$ cat src/rtl/wilk_pkg.sv
package wilk_pkg;
    typedef enum logic [1:0] {
        ST_IDLE = 2'd0,
        ST_RAMP = 2'd1,
        ST_SEND = 2'd2
    } conv_state_t;
endpackage

$ cat src/rtl/wilk_ramp_ctr.sv
module wilk_ramp_ctr #(
    parameter int CNT_W = 12
) (
    input  logic             clk,
    input  logic             rst_n,
    input  logic             clear,
    input  logic             run,
    output logic [CNT_W-1:0] cnt,
    output logic             at_full
);
    localparam logic [CNT_W-1:0] FULL = {CNT_W{1'b1}};

    always_ff @(posedge clk or negedge rst_n) begin
        if (!rst_n)      cnt <= '0;
        else if (clear)  cnt <= '0;
        else if (run)    cnt <= cnt + 1'b1;
    end

    assign at_full = run && (cnt == FULL);

    // the ramp moves by one step on every clock of a run
    p_step_r2: assert property (@(posedge clk) disable iff (!rst_n)
        (run && !clear) |=> (cnt == $past(cnt) + 1'b1));
endmodule

$ cat src/rtl/wilk_cell.sv
module wilk_cell #(
    parameter int CNT_W = 12
) (
    input  logic             clk,
    input  logic             rst_n,
    input  logic             arm,
    input  logic             run,
    input  logic             full,
    input  logic             cmp,
    input  logic [CNT_W-1:0] cnt,
    output logic [CNT_W-1:0] code,
    output logic             ovr
);
    localparam logic [CNT_W-1:0] FULL = {CNT_W{1'b1}};

    logic armed;

    always_ff @(posedge clk or negedge rst_n) begin
        if (!rst_n) begin
            armed <= 1'b0;
            code  <= '0;
            ovr   <= 1'b0;
        end else if (arm) begin
            armed <= 1'b1;
            code  <= '0;
            ovr   <= 1'b0;
        end else if (run && armed) begin
            if (cmp) begin
                code  <= cnt;
                armed <= 1'b0;
            end else if (full) begin
                code  <= FULL;
                ovr   <= 1'b1;
                armed <= 1'b0;
            end
        end
    end

    // once a cell has latched, its code holds until the next arm
    p_once_r4: assert property (@(posedge clk) disable iff (!rst_n)
        (!armed && !arm) |=> $stable(code));
    // an overrange flag always comes with the full-scale code
    p_ovr_full_r5: assert property (@(posedge clk) disable iff (!rst_n)
        ovr |-> (code == FULL));
endmodule

$ cat src/rtl/wilk_stream.sv
module wilk_stream #(
    parameter int N_CELLS = 8,
    parameter int CNT_W   = 12,
    parameter int IDX_W   = 3
) (
    input  logic                     clk,
    input  logic                     rst_n,
    input  logic                     en,
    input  logic [N_CELLS*CNT_W-1:0] codes,
    input  logic [N_CELLS-1:0]       ovrs,
    input  logic                     ready,
    output logic                     valid,
    output logic [CNT_W-1:0]         code,
    output logic                     ovr,
    output logic [IDX_W-1:0]         idx,
    output logic                     last_acc
);
    localparam logic [IDX_W-1:0] LAST = IDX_W'(N_CELLS - 1);

    logic [CNT_W-1:0] code_arr [N_CELLS];

    for (genvar g = 0; g < N_CELLS; g++) begin : g_unpack
        assign code_arr[g] = codes[g*CNT_W +: CNT_W];
    end

    always_ff @(posedge clk or negedge rst_n) begin
        if (!rst_n)              idx <= '0;
        else if (!en || last_acc) idx <= '0;
        else if (ready)          idx <= idx + 1'b1;
    end

    assign valid    = en;
    assign code     = code_arr[idx];
    assign ovr      = ovrs[idx];
    assign last_acc = en && ready && (idx == LAST);

    // a stalled item stays put until it is accepted
    p_hold_r7: assert property (@(posedge clk) disable iff (!rst_n)
        (valid && !ready) |=> (valid && $stable(idx) && $stable(code) && $stable(ovr)));
endmodule

$ cat src/rtl/wilk_conv_ctrl.sv
module wilk_conv_ctrl
    import wilk_pkg::*;
#(
    parameter int N_CELLS = 8,
    parameter int CNT_W   = 12,
    parameter int IDX_W   = (N_CELLS > 1) ? $clog2(N_CELLS) : 1
) (
    input  logic               clk,
    input  logic               rst_n,
    input  logic               start_i,
    input  logic [N_CELLS-1:0] cmp_i,
    output logic [CNT_W-1:0]   dac_code_o,
    output logic               busy_o,
    output logic               done_o,
    output logic               out_valid_o,
    input  logic               out_ready_i,
    output logic [CNT_W-1:0]   out_code_o,
    output logic               out_ovr_o,
    output logic [IDX_W-1:0]   out_idx_o
);
    localparam logic [CNT_W-1:0] FULL = {CNT_W{1'b1}};

    conv_state_t state_q, state_d;

    logic                     start_ok;
    logic                     run;
    logic                     at_full;
    logic                     last_acc;
    logic [CNT_W-1:0]         cnt;
    logic [N_CELLS*CNT_W-1:0] codes;
    logic [N_CELLS-1:0]       ovrs;

    assign start_ok = (state_q == ST_IDLE) && start_i;
    assign run      = (state_q == ST_RAMP);

    // state register
    always_ff @(posedge clk or negedge rst_n) begin
        if (!rst_n) state_q <= ST_IDLE;
        else        state_q <= state_d;
    end

    // next state
    always_comb begin
        state_d = state_q;
        unique case (state_q)
            ST_IDLE: if (start_i)  state_d = ST_RAMP;
            ST_RAMP: if (at_full)  state_d = ST_SEND;
            ST_SEND: if (last_acc) state_d = ST_IDLE;
            default:               state_d = ST_IDLE;
        endcase
    end

    // outputs
    always_comb begin
        busy_o     = 1'b0;
        done_o     = 1'b0;
        dac_code_o = '0;
        unique case (state_q)
            ST_IDLE: ;
            ST_RAMP: begin
                busy_o     = 1'b1;
                dac_code_o = cnt;
            end
            ST_SEND: done_o = 1'b1;
            default: ;
        endcase
    end

    wilk_ramp_ctr #(.CNT_W(CNT_W)) u_ctr (
        .clk     (clk),
        .rst_n   (rst_n),
        .clear   (start_ok),
        .run     (run),
        .cnt     (cnt),
        .at_full (at_full)
    );

    for (genvar c = 0; c < N_CELLS; c++) begin : g_cell
        wilk_cell #(.CNT_W(CNT_W)) u_cell (
            .clk   (clk),
            .rst_n (rst_n),
            .arm   (start_ok),
            .run   (run),
            .full  (at_full),
            .cmp   (cmp_i[c]),
            .cnt   (cnt),
            .code  (codes[c*CNT_W +: CNT_W]),
            .ovr   (ovrs[c])
        );
    end

    wilk_stream #(.N_CELLS(N_CELLS), .CNT_W(CNT_W), .IDX_W(IDX_W)) u_stream (
        .clk      (clk),
        .rst_n    (rst_n),
        .en       (state_q == ST_SEND),
        .codes    (codes),
        .ovrs     (ovrs),
        .ready    (out_ready_i),
        .valid    (out_valid_o),
        .code     (out_code_o),
        .ovr      (out_ovr_o),
        .idx      (out_idx_o),
        .last_acc (last_acc)
    );

    // no request can pull the block from readout back into a ramp
    p_reject_r8: assert property (@(posedge clk) disable iff (!rst_n)
        (state_q == ST_SEND) |=> (state_q != ST_RAMP));
    // done appears only right after the full-scale step
    p_done_r6: assert property (@(posedge clk) disable iff (!rst_n)
        $rose(done_o) |-> ($past(dac_code_o) == FULL));
    // leaving readout always goes to idle with the stream quiet
    p_drain_r9: assert property (@(posedge clk) disable iff (!rst_n)
        $fell(done_o) |-> (!out_valid_o && !busy_o));
endmodule

$ cat config.mk
export PLATFORM = sky130hd
export DESIGN_NAME = wilk_conv_ctrl
export DESIGN_NICKNAME = d
export VERILOG_FILES = /design/src/rtl/wilk_pkg.sv /design/src/rtl/wilk_ramp_ctr.sv /design/src/rtl/wilk_cell.sv /design/src/rtl/wilk_stream.sv /design/src/rtl/wilk_conv_ctrl.sv
export SDC_FILE = /design/constraint.sdc
export NUM_CORES = 1
export LEC_CHECK = 0
export BUFFER_PORTS_ARGS = -buffer_cell sky130_fd_sc_hd__buf_2
export CAP_MARGIN = 20
export CELL_PAD_IN_SITES_DETAIL_PLACEMENT = 1
export CELL_PAD_IN_SITES_GLOBAL_PLACEMENT = 2
export CORE_MARGIN = 2
export CORE_UTILIZATION = 40
export DETAILED_ROUTE_END_ITERATION = 10
export PLACE_DENSITY = 0.73
export SLEW_MARGIN = 5
export SYNTH_ARGS = -nofsm -noshare
export SYNTH_HDL_FRONTEND = slang
export SYNTH_SLANG_ARGS = --single-unit
export TNS_END_PERCENT = 1
$ cat constraint.sdc
create_clock -name clk -period 3.4 [get_ports clk]
set_clock_uncertainty 0.05 [all_clocks]
set_input_delay 0.17 -clock clk [delete_from_list [all_inputs] [get_ports clk]]
set_output_delay 0.17 -clock clk [all_outputs]
set_load 0.01 [all_outputs]
* Word-level counts from Yosys, hierarchy flattened
Index checks and enable logic that the tools add are counted.
Cells by class: $add $sub $neg 2, order comparisons 2, eq/ne operators 15, muxes and demuxes 91, bitwise operators 1, reductions and logical operators 51
Operators by type and width (count):
- $mux W12 | 30
- $mux W1 | 53
- $bmux W12 S3 | 1
- $reduce_and A3 Y1 | 9
- $reduce_bool A3 Y1 | 8
- $reduce_bool A2 Y1 | 11
- $ne A2 B1 Y1 const B | 8
- $reduce_and A2 Y1 | 8
- $add A12 B1 Y12 const B | 1
- $eq A12 B12 Y1 const B | 1
- $logic_and A1 B1 Y1 | 12
- $mux W2 | 3
- $mux W3 | 2
- $ne A2 B2 Y1 const B | 3
- $pmux W2 S3 | 1
- $ge A4 B4 Y1 const B | 1
- $lt A3 B4 Y1 const B | 1
- $not A3 Y4 | 1
- $add A3 B1 Y3 const B | 1
- $bmux W1 S3 | 1
- $eq A3 B3 Y1 const B | 1
- $eq A2 B1 Y1 const B | 1
- $eq A2 B2 Y1 const B | 1
- $logic_not A2 Y1 | 1
- other kinds (2) | 2
Word-level totals: register bits after elaboration 129, input bits 12, output and inout port bits 31

* Depth between registers and ports, before layout
depth after elaboration 6, mapped depth 8, gate-level depth less buffers 5

* Hierarchy
A second synthesis with hierarchy kept.
Second synthesis, totals: cells, all modules 441, area total of the unflattened synthesis 6314.8 um^2
By module, submodules not included:
- wilk_cell | times used 8, cells each 37, area an instance 558.0 um^2
- wilk_stream | times used 1, cells each 62, area an instance 1049.8 um^2
- wilk_ramp_ctr | times used 1, cells each 60, area an instance 604.3 um^2
- wilk_conv_ctrl | times used 1, cells each 23, area an instance 196.4 um^2

* Worst setup path after synthesis
No wires, ideal clock.
kind register -> output, start point reg u_stream.idx[0], end point out out_ovr_o, data arrival time 1.798 ns, data required time 3.180 ns, slack 1.382 ns, cell stages (with the launch flop) 5, buffers on the path 2, cell sequence dfrtp_1 buf_2 buf_2 mux4_2 mux2_2
Between the ends: cells in the longest elaborated chain, start to end 2
Ends and longest elaborated chain:
- from (decl) | line wilk_stream.sv:15 | output logic [IDX_W-1:0] idx,
- from (signal assigned) | line wilk_stream.sv:29 | else if (ready) idx <= idx + 1'b1;
- $bmux W1 S3 | line wilk_stream.sv:34 | assign ovr = ovrs[idx];
- $mux W1 (implied by the code) | line wilk_stream.sv:34
- to (decl) | line wilk_conv_ctrl.sv:18 | output logic out_ovr_o,
Every way passes these cells. The select of a mux whose other input is x is not followed.

* Final worst setup path
start point reg u_stream.idx[0], end point out out_code_o[4]
Between the ends: cells in the longest elaborated chain, start to end 4
Ends and longest elaborated chain:
- $not A3 Y4 (implied by the code) | line wilk_stream.sv:33 | assign code = code_arr[idx];
- $bmux W12 S3 | line wilk_stream.sv:33
- $mux W12 (implied by the code) (2 in a row) | line wilk_stream.sv:33
- to (decl) | line wilk_conv_ctrl.sv:17 | output logic [CNT_W-1:0] out_code_o,
Every way passes these cells. The select of a mux whose other input is x is not followed.

==> out/results.env <==
YOSYS_REGISTER_BITS=129
DRTITER0DRC=257
TRITONCTS='done'
POSTCTSRESIZEDCELLS=0
FINAL_HOLD_VIOL_COUNT=0
CORE_UM2=16410
DIE_AREA_UM2=17630
POWER_LEAKAGE_nW=3.207
VDD_IR_DROP_MAX_mV=0.3999
TIMING.FINAL.MAX_SLEW_VIOLATIONS=0
SYNTHTOPCELLSBYCOUNT='sky130_fd_sc_hd__dfrtp_1, sky130_fd_sc_hd__a21oi_1, sky130_fd_sc_hd__mux2_2'
DP.FINAL_HPWL_UM=12960
GRT_PASS1_VIAS=5234
MAX-CAP-VIOLATIONS=0
HOLDCRITPATHCLASS='in -> reg'
FIN_CRIT_NS=2.760
GLOBALROUTEOVERFLOWTOTAL=0
AREA_DELTA_SYNTH_FINAL_PCT=15.61
NET-SWITCHING-POWER_mW=1.917
FLOORPLAN.DIE.HEIGHT_UM=132.8
FINAL_NET_COUNT=617
EDFF_COUNT_SYNTH=0
SYNTH_ASYNC_SR_FLOP_SHARE=1.000
FINAL_CELLS=834
GRT_SETUP_UNREPAIRED='false'
INTERNAL_POWER_mW=4.288
SYNTHDOMINANTAREACELLTYPE='sky130_fd_sc_hd__dfrtp_1'
SEQ_POWER_SHARE=0.418
MAXSLEWHEADROOM=0.4180
FIRST_PASS_GRT_WIRE_LENGTH_UM=31480
POWER_SWITCHING_SHARE=0.3089
INSERTION_DELAY_NS=0.43
YS_TOP_CELLS_BY_AREA='sky130_fd_sc_hd__dfrtp_1, sky130_fd_sc_hd__mux2_2, sky130_fd_sc_hd__mux4_2'
NUM_IO_PINS=43
YOSYS.AREA.TOP_TYPE_SHARE=0.4865
SYN-INSTANCE-COUNT=570
CRIT_TYPE='reg -> out'
DESIGN_POWER_TOTAL_mW=6.206
SYNTH.AVG_CELL_AREA_UM2=11.64
NUMPLACEDINSTANCES=802
DRCVIOLATIONCOUNT=0
CRITICAL_PATH_FANOUTS_MAX=15
FINAL_MIN_PERIOD_OVER_CLOCK_PERIOD=0.8118
N_FILL_CELL=1745
LENGTH_OF_THE_FIRST_DETAILED_ROUTING_PASS_IN_ITERATIONS=4
DETAIL_ROUTED_VIA_COUNT_PER_CELL=5.890
FLOORPLAN.DIE.WIDTH_UM=132.8
WIRELENGTH_UM=19840
SYNTH-SEQ-AREA-SHARE=0.4865
CLKSLEWWORSTSETUPHOLDPATHS_NS=0.06
TIGHTESTPINTRANSITION_NS=0.8730
NUM_ANTENNA_CELLS=0
CTSHTREEMAXLEVEL=4
GP_CONGESTION=0.7449
CRITICAL_PATH_ARRIVAL_NS=2.54
MAPPEDNETLISTNETS=585
GLOBAL_ROUTE.USAGE.TOTAL=0.2365
SYNTH.MOST_COMMON_CELL='sky130_fd_sc_hd__dfrtp_1'
PORTBUFFERS=42
SETUP_VIOL_COUNT_FINAL=0
CRIT_PATH_END_KIND='output port'
CTS.SINKS=129
SEQUENTIAL_CELL_AREA_UM2=3229
SYNTHESIS.AREA_UM2=6635
FINAL_LAYOUT_SIZE_SUFFIX_GT1_FRAC=0.3502
STATUS='finished, final reports clean'
CTS_INSERTED_BUFFERS=17
NUM_ROWS=47
ROUTE.VIAS.TOTAL=4912
SYNTH.YOSYS.WARNINGS=0
FIN_WORST_HOLD_SLACK_NS=0.08601
CLOCK_POWER_SHARE=0.291
FMAXACHIEVABLE_GHz=0.3623
CRIT_PATH_START_KIND='flop'
DRT-WIRELENGTH-PER-CELL_UM=23.79
SETUP-TNS-FINAL_NS=0
P_PER_AREA_nW_PER_UM2=809.0
WORST_EP_REQUIRED_TIME_NS=3.18
COMB_POWER_SHARE=0.291
REMAINING_NUMBER_OF_NETS_FLAGGED_BY_THE_ANTENNA_CHECK_AFTER_ROUTING=0
SYNTH_FF_TYPE='sky130_fd_sc_hd__dfrtp_1'
START_UTIL=0.4044
PIN_COUNT_OF_THE_BIGGEST_NET_ENTERING_GLOBAL_ROUTING=67
MULTIINPUTGATEAREA_UM2=3080
MAX_CLOCK_BUF_DEPTH=2
CTS-ROOT-BUF='sky130_fd_sc_hd__clkbuf_16'
YS_TYPES=43
INITIAL_ANTENNA_VIOLATION_COUNT=0
-- power groups by stage --
stage	logic (mW)	registers (mW)	clock network [mW]
global route	1.96	2.67	1.91
floorplan	1.34	2.41	0
global placement	1.73	2.55	0
detailed placement	1.81	2.61	0
finish	1.81	2.59	1.81
CTS	1.82	2.59	1.84
-- cell usage in the layout, fill, tap and decap left out, types with 3 or more instances in the layout --
cell type / Yosys / routed
sky130_fd_sc_hd__a31oi_1: 7 / 7
sky130_fd_sc_hd__clkbuf_1: 23 / 4
sky130_fd_sc_hd__clkbuf_8: 0 / 4
sky130_fd_sc_hd__nand3_1: 12 / 12
sky130_fd_sc_hd__nand2b_1: 4 / 4
sky130_fd_sc_hd__a21oi_1: 100 / 100
sky130_fd_sc_hd__mux2_1: 8 / 8
sky130_fd_sc_hd__ha_1: 3 / 3
sky130_fd_sc_hd__mux4_2: 26 / 26
sky130_fd_sc_hd__a22o_1: 5 / 5
sky130_fd_sc_hd__clkbuf_16: 0 / 17
sky130_fd_sc_hd__or2_2: 4 / 4
sky130_fd_sc_hd__buf_4: 2 / 19
sky130_fd_sc_hd__inv_1: 28 / 28
sky130_fd_sc_hd__buf_2: 20 / 41
sky130_fd_sc_hd__o2bb2ai_1: 12 / 12
sky130_fd_sc_hd__nor2_1: 31 / 30
sky130_fd_sc_hd__clkinv_2: 0 / 4
sky130_fd_sc_hd__o21ai_0: 14 / 14
sky130_fd_sc_hd__nand2_1: 7 / 7
sky130_fd_sc_hd__o31ai_1: 3 / 3
sky130_fd_sc_hd__nand4_1: 3 / 3
sky130_fd_sc_hd__dfrtp_1: 129 / 128
sky130_fd_sc_hd__o211ai_1: 3 / 3
sky130_fd_sc_hd__mux2_2: 90 / 90
sky130_fd_sc_hd__a32o_1: 8 / 8
-- layout make-up --
| type | count | share of cell area |
|---|---|---|
| multi-input combinational | 361 | 0.4016 |
| clock inverter | 6 | 0.01044 |
| timing repair buffer | 63 | 0.05187 |
| clock buffer | 25 | 0.06459 |
| tap | 220 | 0.03588 |
| inverter | 30 | 0.01468 |
| sequential | 129 | 0.4210 |
-- worst max-delay path: stages (launching register included) --
cell and delay [ns]:
sky130_fd_sc_hd__dfrtp_2 0.75, sky130_fd_sc_hd__buf_4 0.35, sky130_fd_sc_hd__mux4_2 0.58, sky130_fd_sc_hd__mux2_2 0.29, sky130_fd_sc_hd__buf_2 0.14
-- path summary, 6_finish.rpt --
| kind | start | to | slack, ns | depth (start not counted) |
|---|---|---|---|---|
| min in group asynchronous | rst_n | u_stream.idx[1] | 0.36 | 2 |
| worst min register to register | g_cell[0].u_cell.ovr | g_cell[0].u_cell.ovr | 0.44 | 1 |
| worst min-delay path | out_ready_i | u_stream.idx[0] | 0.09 | 4 |
| worst max register to register | state_q[0] | g_cell[6].u_cell.code[1] | 0.87 | 5 |
| max in group asynchronous | rst_n | g_cell[1].u_cell.code[6] | 2.09 | 3 |
| worst max-delay path | u_stream.idx[0] | out_code_o[4] | 0.64 | 4 |
-- metrics by stage --
stage	setup slack [ns]	util	cell area, um^2
2_1_floorplan	1.382	-	6635
3_3_place_gp	1.013	0.4319	7086
3_5_place_dp	0.9220	0.4319	7086
4_1_cts	0.5768	0.4676	7671
5_1_grt	0.5070	0.4676	7671
6_report	0.6400	0.4676	7671
-- state kept, by name, summed over array words and instances, names as in the netlist --
register / cells
state_q: 2
u_stream.idx: 3
g_cell.u_cell.armed: 8
u_ctr.cnt: 12
g_cell.u_cell.ovr: 8
g_cell.u_cell.code: 96
-- metal layers --
| metal | vias to the layer above | routed length, um | global-route usage |
|---|---|---|---|
| met1 | 2637 | 9317 | 0.3311 |
| li1 | 2159 | - | - |
| met3 | 22 | 688 | 0.04138 |
| met4 | 0 | 334 | 0.08005 |
| met5 | - | 0 | 0 |
| met2 | 94 | 9503 | 0.3736 |
-- logic make-up after synthesis --
group | after synthesis | share of synthesized area
adders and majority gates | 3 | 0.005658
muxes | 126 | 0.2576
and+or+nand+nor | 72 | 0.05619
DFF | 129 | 0.4865
buffers and inverters | 80 | 0.05035
AOI/OAI and AO/OA | 160 | 0.1437
-- repair_timing --
action / 4_1_cts / 5_1_grt
buffers inserted: 0 / 0
hold endpoints to repair: 63 / 0
hold buffers: 1 / 0
(Power assumes the default switching activity.)
